===== src/rtl/vtp_pkg.sv =====
package vtp_pkg;

  localparam int OFF_W = 10;
  localparam int WORD_W = 16;

  typedef enum logic [1:0] {
    ACT_NORM = 2'b00,
    ACT_NDF  = 2'b01,
    ACT_INC  = 2'b10,
    ACT_DEC  = 2'b11
  } ptr_act_e;

  typedef enum logic [1:0] {
    STF_NULL = 2'b00,
    STF_POS  = 2'b01,
    STF_NEG  = 2'b10
  } stuff_e;

  localparam logic [3:0] NDF_NORMAL = 4'b0110;
  localparam logic [3:0] NDF_NEWDAT = 4'b1001;

  // highest legal offset for the selected tributary size
  function automatic logic [OFF_W-1:0] off_limit(input logic big);
    return big ? 10'd139 : 10'd103;
  endfunction

  // offset used when the pointer is not tracking a marker
  function automatic logic [OFF_W-1:0] fixed_off(input logic big);
    return big ? 10'd105 : 10'd78;
  endfunction

endpackage


===== src/rtl/vtp_stuff_sel.sv =====
module vtp_stuff_sel
  import vtp_pkg::*;
#(
  parameter int FILL_W  = 7,
  parameter int FILL_LO = 24,
  parameter int FILL_HI = 40
) (
  input  logic              async_en,
  input  logic [FILL_W-1:0] fill,
  output stuff_e            stuff_o
);

  localparam logic [FILL_W-1:0] LO_V = FILL_W'(FILL_LO);
  localparam logic [FILL_W-1:0] HI_V = FILL_W'(FILL_HI);

  always_comb begin
    stuff_o = STF_NULL;
    if (async_en) begin
      if (fill < LO_V)      stuff_o = STF_POS;
      else if (fill > HI_V) stuff_o = STF_NEG;
    end
  end

endmodule


===== src/rtl/vtp_ptr_track.sv =====
module vtp_ptr_track
  import vtp_pkg::*;
#(
  parameter int HOLD_SF = 3
) (
  input  logic             clk,
  input  logic             rst,
  input  logic             tick,
  input  logic             byte_mode,
  input  logic             vt_size,
  input  logic [OFF_W-1:0] marker,
  output ptr_act_e         act_o,
  output logic [OFF_W-1:0] off_o
);

  localparam int HW = (HOLD_SF < 1) ? 1 : $clog2(HOLD_SF + 1);

  logic [OFF_W-1:0] cur_q;
  logic [HW-1:0]    hold_q;
  logic [OFF_W-1:0] lim;
  logic [OFF_W-1:0] nxt_up;
  logic [OFF_W-1:0] nxt_dn;

  assign lim    = off_limit(vt_size);
  assign nxt_up = (cur_q >= lim) ? '0 : cur_q + 10'd1;
  assign nxt_dn = (cur_q == '0) ? lim : cur_q - 10'd1;

  always_comb begin
    act_o = ACT_NORM;
    off_o = cur_q;
    if (marker != cur_q && hold_q == '0) begin
      if (marker == nxt_up) begin
        act_o = ACT_INC;
      end else if (marker == nxt_dn) begin
        act_o = ACT_DEC;
      end else begin
        act_o = ACT_NDF;
        off_o = marker;
      end
    end
  end

  always_ff @(posedge clk) begin
    if (rst) begin
      cur_q  <= '0;
      hold_q <= '0;
    end else if (!byte_mode) begin
      cur_q  <= fixed_off(vt_size);
      hold_q <= '0;
    end else if (tick) begin
      if (act_o != ACT_NORM) begin
        cur_q  <= marker;
        hold_q <= HW'(HOLD_SF);
      end else if (hold_q != '0) begin
        hold_q <= hold_q - 1'b1;
      end
    end
  end

endmodule


===== src/rtl/vtp_word_enc.sv =====
module vtp_word_enc
  import vtp_pkg::*;
(
  input  ptr_act_e          act,
  input  logic              vt_size,
  input  logic [OFF_W-1:0]  off,
  output logic [WORD_W-1:0] word_o
);

  logic [OFF_W-1:0] i_mask;
  logic [OFF_W-1:0] d_mask;
  logic [OFF_W-1:0] flip;

  for (genvar b = 0; b < OFF_W; b++) begin : g_mask
    assign i_mask[b] = (b % 2) == 1;
    assign d_mask[b] = (b % 2) == 0;
  end

  always_comb begin
    case (act)
      ACT_INC: flip = i_mask;
      ACT_DEC: flip = d_mask;
      default: flip = '0;
    endcase
  end

  assign word_o = {(act == ACT_NDF) ? NDF_NEWDAT : NDF_NORMAL,
                   vt_size ? 2'b10 : 2'b11,
                   off ^ flip};

endmodule


===== src/rtl/vtp_gen.sv =====
module vtp_gen
  import vtp_pkg::*;
#(
  parameter int FILL_W  = 7,
  parameter int FILL_LO = 24,
  parameter int FILL_HI = 40,
  parameter int HOLD_SF = 3
) (
  input  logic              clk,
  input  logic              rst,
  input  logic              sf_tick,
  input  logic [1:0]        mode,
  input  logic              vt_size,
  input  logic [OFF_W-1:0]  marker,
  input  logic [FILL_W-1:0] fill,
  output logic [WORD_W-1:0] ptr_word,
  output logic [1:0]        ptr_act,
  output logic [1:0]        stuff,
  output logic              ptr_vld
);

  logic             byte_mode;
  logic             async_en;
  ptr_act_e         trk_act;
  logic [OFF_W-1:0] trk_off;
  ptr_act_e         sel_act;
  logic [OFF_W-1:0] sel_off;
  stuff_e           stf_d;
  logic [WORD_W-1:0] word_d;

  assign byte_mode = mode[1];
  assign async_en  = (mode == 2'b00);

  vtp_ptr_track #(.HOLD_SF(HOLD_SF)) trk_i (
    .clk       (clk),
    .rst       (rst),
    .tick      (sf_tick),
    .byte_mode (byte_mode),
    .vt_size   (vt_size),
    .marker    (marker),
    .act_o     (trk_act),
    .off_o     (trk_off)
  );

  vtp_stuff_sel #(.FILL_W(FILL_W), .FILL_LO(FILL_LO), .FILL_HI(FILL_HI)) stf_i (
    .async_en (async_en),
    .fill     (fill),
    .stuff_o  (stf_d)
  );

  assign sel_act = byte_mode ? trk_act : ACT_NORM;
  assign sel_off = byte_mode ? trk_off : fixed_off(vt_size);

  vtp_word_enc enc_i (
    .act     (sel_act),
    .vt_size (vt_size),
    .off     (sel_off),
    .word_o  (word_d)
  );

  always_ff @(posedge clk) begin
    if (rst) begin
      ptr_word <= '0;
      ptr_act  <= 2'b00;
      stuff    <= 2'b00;
      ptr_vld  <= 1'b0;
    end else begin
      ptr_vld <= sf_tick;
      if (sf_tick) begin
        ptr_word <= word_d;
        ptr_act  <= sel_act;
        stuff    <= stf_d;
      end
    end
  end

endmodule


===== config.mk =====
export PLATFORM = sky130hd
export DESIGN_NAME = vtp_gen
export DESIGN_NICKNAME = d
export VERILOG_FILES = /design/src/rtl/vtp_pkg.sv /design/src/rtl/vtp_stuff_sel.sv /design/src/rtl/vtp_ptr_track.sv /design/src/rtl/vtp_word_enc.sv /design/src/rtl/vtp_gen.sv
export SDC_FILE = /design/constraint.sdc
export NUM_CORES = 1
export LEC_CHECK = 0
export ABC_AREA = 1
export BUFFER_PORTS_ARGS = -buffer_cell sky130_fd_sc_hd__clkbuf_2
export CORE_ASPECT_RATIO = 0.9
export CORE_UTILIZATION = 45
export CTS_CLUSTER_SIZE = 12
export DETAILED_ROUTE_END_ITERATION = 8
export PLACE_DENSITY = 0.72
export SETUP_SLACK_MARGIN = 0.1
export SLEW_MARGIN = 20
export SYNTH_ARGS = -nofsm -noshare
export SYNTH_HDL_FRONTEND = slang
export SYNTH_HIERARCHICAL = 1
export SYNTH_SLANG_ARGS = --single-unit

===== constraint.sdc =====
create_clock -name clk -period 2.6 [get_ports clk]
set_input_delay 0.39 -clock clk [delete_from_list [all_inputs] [get_ports clk]]
set_output_delay 0.39 -clock clk [all_outputs]
set_load 0.05 [all_outputs]

; Yosys cells after proc, flatten, opt, wreduce, memory -nomap -nowiden
; Cells that the tools add are included.
[totals]
mem_bits_rw = 0
romBits = 0
in_bits = 23
out_inout_bits = 21
mem_count = 0
latch_bits = 0
reg_bits = 33
[op_classes]
bitwise = 2
reduce_logical = 10
n_shift = 0
div = 0
eq_ne = 8
n_mux = 23
n_lt_le_gt_ge = 3
n_mul = 0
addsub = 3
[op_table]
columns = operator, count
row1 = $mux 10, 9
row2 = $eq 10x10->1, 2
row3 = $pmux 10 s2, 1
row4 = $mux 2, 9
row5 = $add 10x1->10 const B, 1
row6 = $ge 10x10->1, 1
row7 = $logic_not 10->1, 1
row8 = $ne 10x10->1, 1
row9 = $sub 10x1->10 const B, 1
row10 = $xor 10x10->10, 1
row11 = $mux 8, 1
row12 = $gt 7x6->1 const B, 1
row13 = $lt 7x5->1 const B, 1
row14 = $mux 6, 1
row15 = $reduce_bool 2->1, 3
row16 = $eq 2x2->1 const B, 2
row17 = $logic_not 2->1, 2
row18 = $mux 4, 1
row19 = $reduce_and 2->1, 2
row20 = $eq 2x1->1 const B, 1
row21 = $ne 2x1->1 const B, 1
row22 = $ne 2x2->1 const B, 1
row23 = $reduce_or 2->1, 1
row24 = $sub 2x1->2 const B, 1
row25 = 3 further kinds, 3

; Longest topological paths before layout
[logic_depth]
depth_word = 10
ltp_mapped = 24
ltp_nobuf = 24

; Cells and area by module
; Netlist, hierarchy kept.
[modules_own_cells]
columns = mod, n_inst, area_each_um2, seq_area_each_um2, cells_each
row1 = vtp_ptr_track, 1, 1946.9, 240.2, 353
row2 = vtp_gen, 1, 890.9, 420.4, 117
row3 = vtp_word_enc, 1, 219.0, 0.0, 51
row4 = vtp_stuff_sel, 1, 67.6, 0.0, 17

; Worst setup path before layout
; No wires, ideal clock.
[synth_path]
path_kind = input -> register
startpoint = input vt_size
endpoint = register ptr_word[14]
setup_slack_ps = -12
arrival_time_ps = 2497
t_required_ps = 2485
stages = 20
cell_sequence = inv_1 ha_1 nand2_1 nor2_4 nand2_1 nor2_4 nor2_8 nand2_1 nand2_1 nand2_1 nor2_2 a31oi_1 nand2_1 inv_1 inv_2 nor2_1 inv_1 buf_4 nor2_2 nor2_1
[synth_via]
elab_chain_cells = 9
[synth_lines]
columns = element, line
row1 = from (decl), vtp_gen.sv:13  ; input logic vt_size,
row2 = $mux 8, vtp_pkg.sv:24  ; return big ? 10'd139 : 10'd103;
row3 = $ge 10x10->1, vtp_ptr_track.sv:25  ; assign nxt_up = (cur_q >= lim) ? '0 : cur_q + 10'd1;
row4 = $mux 10, vtp_ptr_track.sv:25
row5 = $eq 10x10->1, vtp_ptr_track.sv:32  ; if (marker == nxt_up) begin
row6 = $mux 2, vtp_ptr_track.sv:32
row7 = $mux 2, vtp_ptr_track.sv:31  ; if (marker != cur_q && hold_q == '0) begin
row8 = net trk_act[0], vtp_gen.sv:24  ; ptr_act_e trk_act;
row9 = $mux 2, vtp_gen.sv:51  ; assign sel_act = byte_mode ? trk_act : ACT_NORM;
row10 = net sel_act[0], vtp_gen.sv:26  ; ptr_act_e sel_act;
row11 = $eq 2x1->1, vtp_word_enc.sv:27  ; assign word_o = {(act == ACT_NDF) ? NDF_NEWDAT : NDF_NORMAL,
row12 = $mux 4, vtp_word_enc.sv:27
row13 = net word_d[14], vtp_gen.sv:29  ; logic [WORD_W-1:0] word_d;
row14 = to (signal assigned), vtp_gen.sv:70  ; ptr_word <= word_d;
row15 = to (decl), vtp_gen.sv:16  ; output logic [WORD_W-1:0] ptr_word,
; The timed path passes the listed nets, and every way through them passes these cells.
; A chain may end at the register's enable or synchronous reset.

; Worst setup path after layout
[layout_path]
startpoint = input vt_size
endpoint = register ptr_word[6]
[layout_lines]
columns = element, line
row1 = $mux 8 *, vtp_pkg.sv:24
row2 = $ge 10x10->1 or $mux 10 (tied branches), "vtp_ptr_track.sv:25, vtp_ptr_track.sv:26"
row3 = $mux 10 or $eq 10x10->1 (tied branches), "vtp_ptr_track.sv:25, vtp_ptr_track.sv:34"
row4 = $eq 10x10->1 or $mux 10 (tied branches), "vtp_ptr_track.sv:32, vtp_ptr_track.sv:34"
row5 = $mux 10 *, vtp_ptr_track.sv:32
row6 = $mux 10 *, vtp_ptr_track.sv:31
row7 = net trk_off[6], vtp_gen.sv:25  ; logic [OFF_W-1:0] trk_off;
row8 = $mux 10 *, vtp_gen.sv:52  ; assign sel_off = byte_mode ? trk_off : fixed_off(vt_size);
row9 = net sel_off[6], vtp_gen.sv:27  ; logic [OFF_W-1:0] sel_off;
row10 = $xor 10x10->10 *, vtp_word_enc.sv:29  ; off ^ flip};
row11 = net word_d[6], vtp_gen.sv:29
; Mark *: on every way through the listed nets, which the timed path passes. The rest lies on a longest branch.

==> flow_summary.json <==
{
  "floorplan.die_area_um2": 7280,
  "grt_max_degree": 23,
  "timing.critical_path.fanout_max": 7,
  "wl_per_cell_um": 14.0,
  "detailedRoute.firstIterationViolations": 432,
  "drt-total-wl_um": 10100,
  "num_rows": 28,
  "timing.critical_path.max_delay_family": "simple AND/OR/NAND/NOR gates",
  "setup_violations_final": 10,
  "pin_count": 44,
  "cp_cell_sequence": "buf_8 > clkinvlp_4 > ha_4 > nand2_4 > nor2_4 > nand2_2 > nor2_4 > nor2_4 > nand3_2 > nand3_2 > nor2_4 > nand3_4 > buf_6 > nand4_1 > nand2_1 > or2_4 > inv_2 > nand3_2 > nand2_2 > nor2_2 > nor2_1",
  "syn-instance-count": 538,
  "synth.most_common_cell": "sky130_fd_sc_hd__nand2_1",
  "clkTransAtPathRegs_ns": 0.07,
  "rsz0062_at_grt": "yes",
  "finalHoldViolations": 0,
  "drc": 0,
  "synth_commonest_cells": "sky130_fd_sc_hd__nand2_1, sky130_fd_sc_hd__nor2_1, sky130_fd_sc_hd__nand3_1",
  "worst_ir_drop_vdd_mv": 0.356,
  "detailedPlacementHpwl_um": 7360,
  "pwr_density_cell_nw_per_um2": 417,
  "grt_pass1_wl_um": 16400,
  "worstSetupStartpointType": "primary input",
  "crit_path_frequent_cell": "sky130_fd_sc_hd__nor2_4",
  "layout-drive-gt1-share_pct": 36.6,
  "die_w_um": 89.8,
  "cts_buffer_depth": 2,
  "fp.dieH_um": 81.0,
  "total_leakage_power_nw": 2.21,
  "result_of_the_run": "finished, violations left",
  "final_antenna_violating_net_count": 0,
  "crit_buf_inv": 4,
  "worst_path_max_delay_cell": "sky130_fd_sc_hd__ha_4",
  "initial_util_pct": 46.9,
  "post_synth_num_cell_types": 34,
  "ys_dominant_reg_cell": "sky130_fd_sc_hd__dfxtp_1",
  "number_of_flops_mapped_to_enable_cells_by_yosys": 0,
  "clock_insertion_delay_at_the_later_pin_of_the_skew_report_ns": 0.29,
  "timing.critical_path.from": "vt_size",
  "cp_slowest_stage_delay_ns": 0.31,
  "timing.final.max_slew_violations": 0,
  "synth_top_cell_area_share_pct": 21.1,
  "r2r-start": "trk_i/cur_q[6]",
  "design_area_um2": 4320,
  "r2r_slack_ns": -0.06,
  "cp_num_cells": 21,
  "worstMarginPinSlew_ns": 0.527,
  "clockRootBuffer": "sky130_fd_sc_hd__clkbuf_8",
  "nNetsFinal": 665,
  "postSynthNetCount": 570,
  "r2r-end": "ptr_word[6]",
  "cts_tree": "done",
  "rr_worst_depth": 19,
  "setup_ws_ns": -0.0579,
  "postSynthAreaPerCell_um2": 5.81,
  "worst_clock_skew_ns": 0.00601,
  "critPathCapture": "ptr_word[6]",
  "placed_cells": 704,
  "worstSetupEndpointType": "flop",
  "cts-buffers-inserted": 5,
  "arrival_ns": 2.89,
  "power.total_w": 0.00180,
  "cap_viol_max_count": 0,
  "n_antenna_cell": 0,
  "ys_seq_elements": 33,
  "coreArea_um2": 6660,
  "cts_htree_levels": 2,
  "yosys_warnings": 6,
  "first_global_vias": 3474,
  "relative_max_transition_margin_pct": 64.8,
  "post_dp_cell_area_um2": 3770,
  "violations_in_the_final_reports": "setup timing",
  "vias_per_cell": 5.29,
  "io_buffer_count": 43,
  "hold_path_class": "primary input to flop",
  "grt_antenna_before_repair": 0,
  "dr.pass1.iters": 5,
  "cts.sinks": 33,
  "area.growth.synth_to_final_pct": 38.2,
  "finalCriticalPeriod_ns": 2.66,
  "gr-usage-all-layers_pct": 28.0,
  "final_min_period_over_clock_period_pct": 102,
  "syn-cell-area_um2": 3120,
  "fillers": 599,
  "postSynth.asyncResetShare_pct": 0,
  "post_layout_nonfiller_instances": 724,
  "routabilityCongestion": 1.04,
  "worstSetupPathType": "primary input to flop",
  "largest_area_contributor_in_the_netlist": "sky130_fd_sc_hd__dfxtp_1",
  "synth_seq_area_share_pct": 21.1,
  "grt_remaining_overflow": 0,
  "num_vias": 3830,
  "top_area_cells_in_the_synthesized_netlist": "sky130_fd_sc_hd__dfxtp_1, sky130_fd_sc_hd__nand2_1, sky130_fd_sc_hd__nand3_1",
  "critical_path_required_ns": 2.83,
  "fmax_mhz": 376
}
## stage by stage
step | hold WS, ns | setup WS (ns) | setup TNS [ns] | util (%)
floorplan | 0.452 | 0.0798 | 0 | -
global placement | 0.464 | -0.177 | -2.16 | 56.7
detailed placement | 0.474 | -0.280 | -3.33 | 56.7
CTS | 0.369 | 0.0796 | 0 | 63.5
global route | 0.384 | -0.250 | -2.36 | 64.9
finish | 0.376 | -0.0579 | -0.263 | 64.9
## final cells by class
| type | instances | area [um^2] | area share, % |
|---|---|---|---|
| clock buffer | 6 | 72.6 | 1.68 |
| timing repair buffer | 108 | 790 | 18.3 |
| sequential | 33 | 676 | 15.6 |
| inverter | 70 | 282 | 6.52 |
| tap | 90 | 113 | 2.61 |
| clock inverter | 2 | 10.0 | 0.232 |
| multi-input combinational | 415 | 2380 | 55.0 |
## worst reg2reg max path: cells and delay by family, from the launching register on
family / cells / cell delay (ns)
AND/OR/NAND/NOR: 16 / 1.72
flip-flops: 1 / 0.37
adder cells (fa/ha/maj): 1 / 0.27
buffers and inverters: 2 / 0.24
## what timing repair did
action | CTS | global route
setup endpoints to repair | 14 | 15
pin swaps | 42 | 33
buffers inserted | 9 | 1
gates cloned | 1 | 1
hold buffers | 0 | 0
resized for setup | 67 | 24
## cell usage in the layout, fill, tap and decap left out, types with 5 or more instances in the layout
master,netlist,final
sky130_fd_sc_hd__a21oi_1,8,8
sky130_fd_sc_hd__buf_4,7,54
sky130_fd_sc_hd__buf_6,5,7
sky130_fd_sc_hd__clkbuf_2,0,42
sky130_fd_sc_hd__clkbuf_8,0,5
sky130_fd_sc_hd__dfxtp_1,33,27
sky130_fd_sc_hd__ha_4,0,7
sky130_fd_sc_hd__inv_1,58,49
sky130_fd_sc_hd__inv_2,10,14
sky130_fd_sc_hd__nand2_1,154,138
sky130_fd_sc_hd__nand2_2,5,16
sky130_fd_sc_hd__nand2_4,1,6
sky130_fd_sc_hd__nand3_1,60,49
sky130_fd_sc_hd__nand3_2,3,13
sky130_fd_sc_hd__nand4_1,16,16
sky130_fd_sc_hd__nor2_1,69,58
sky130_fd_sc_hd__nor2_2,24,29
sky130_fd_sc_hd__nor2_4,6,13
sky130_fd_sc_hd__o21ai_0,12,12
sky130_fd_sc_hd__o21ai_1,22,22
sky130_fd_sc_hd__xor2_1,6,5
## kinds of logic after synthesis
group | count (synthesis) | synth area share (%)
and+or+nand+nor | 344 | 50.7
buffers and inverters | 92 | 13.5
AOI/OAI and AO/OA | 51 | 8.77
DFF | 33 | 21.1
adders and majority gates | 9 | 3.60
xor gates and xnor gates | 8 | 2.24
other | 1 | 0.120
## report_power, final
| part | internal, W | switching [W] |
|---|---|---|
| sequential | 0.000542 | 0.0000275 |
| clock | 0.000185 | 0.000185 |
| combinational | 0.000326 | 0.000535 |
## metal layers
layer	vias up	track usage (%)	part of all wire, %
met1	1699	34.8	43
li1	1899	-	-
met4	0	11.8	3.4
met2	192	48.1	45
met5	-	0	0
met3	40	5.43	8.6
## worst min-delay path by stage
stage                     cells after the start  slack [ns]       startpoint         endpoint
after floorplan                               2        0.45  trk_i/hold_q[1]  trk_i/hold_q[1]
after global placement                        2        0.46     ptr_word[13]     ptr_word[13]
after detailed placement                      2        0.47      ptr_word[8]      ptr_word[8]
after CTS                                     2        0.37              rst   trk_i/cur_q[8]
after global routing                          2        0.38              rst   trk_i/cur_q[8]
final                                         2        0.38              rst   trk_i/cur_q[8]
## flip-flops by register name, summed over array words and instances, names as in the netlist
signal and count:
ptr_word 16, trk_i/cur_q 10, ptr_act 2, stuff 2, trk_i/hold_q 2, ptr_vld 1
Note: power is estimated with default switching activity, not from simulation.
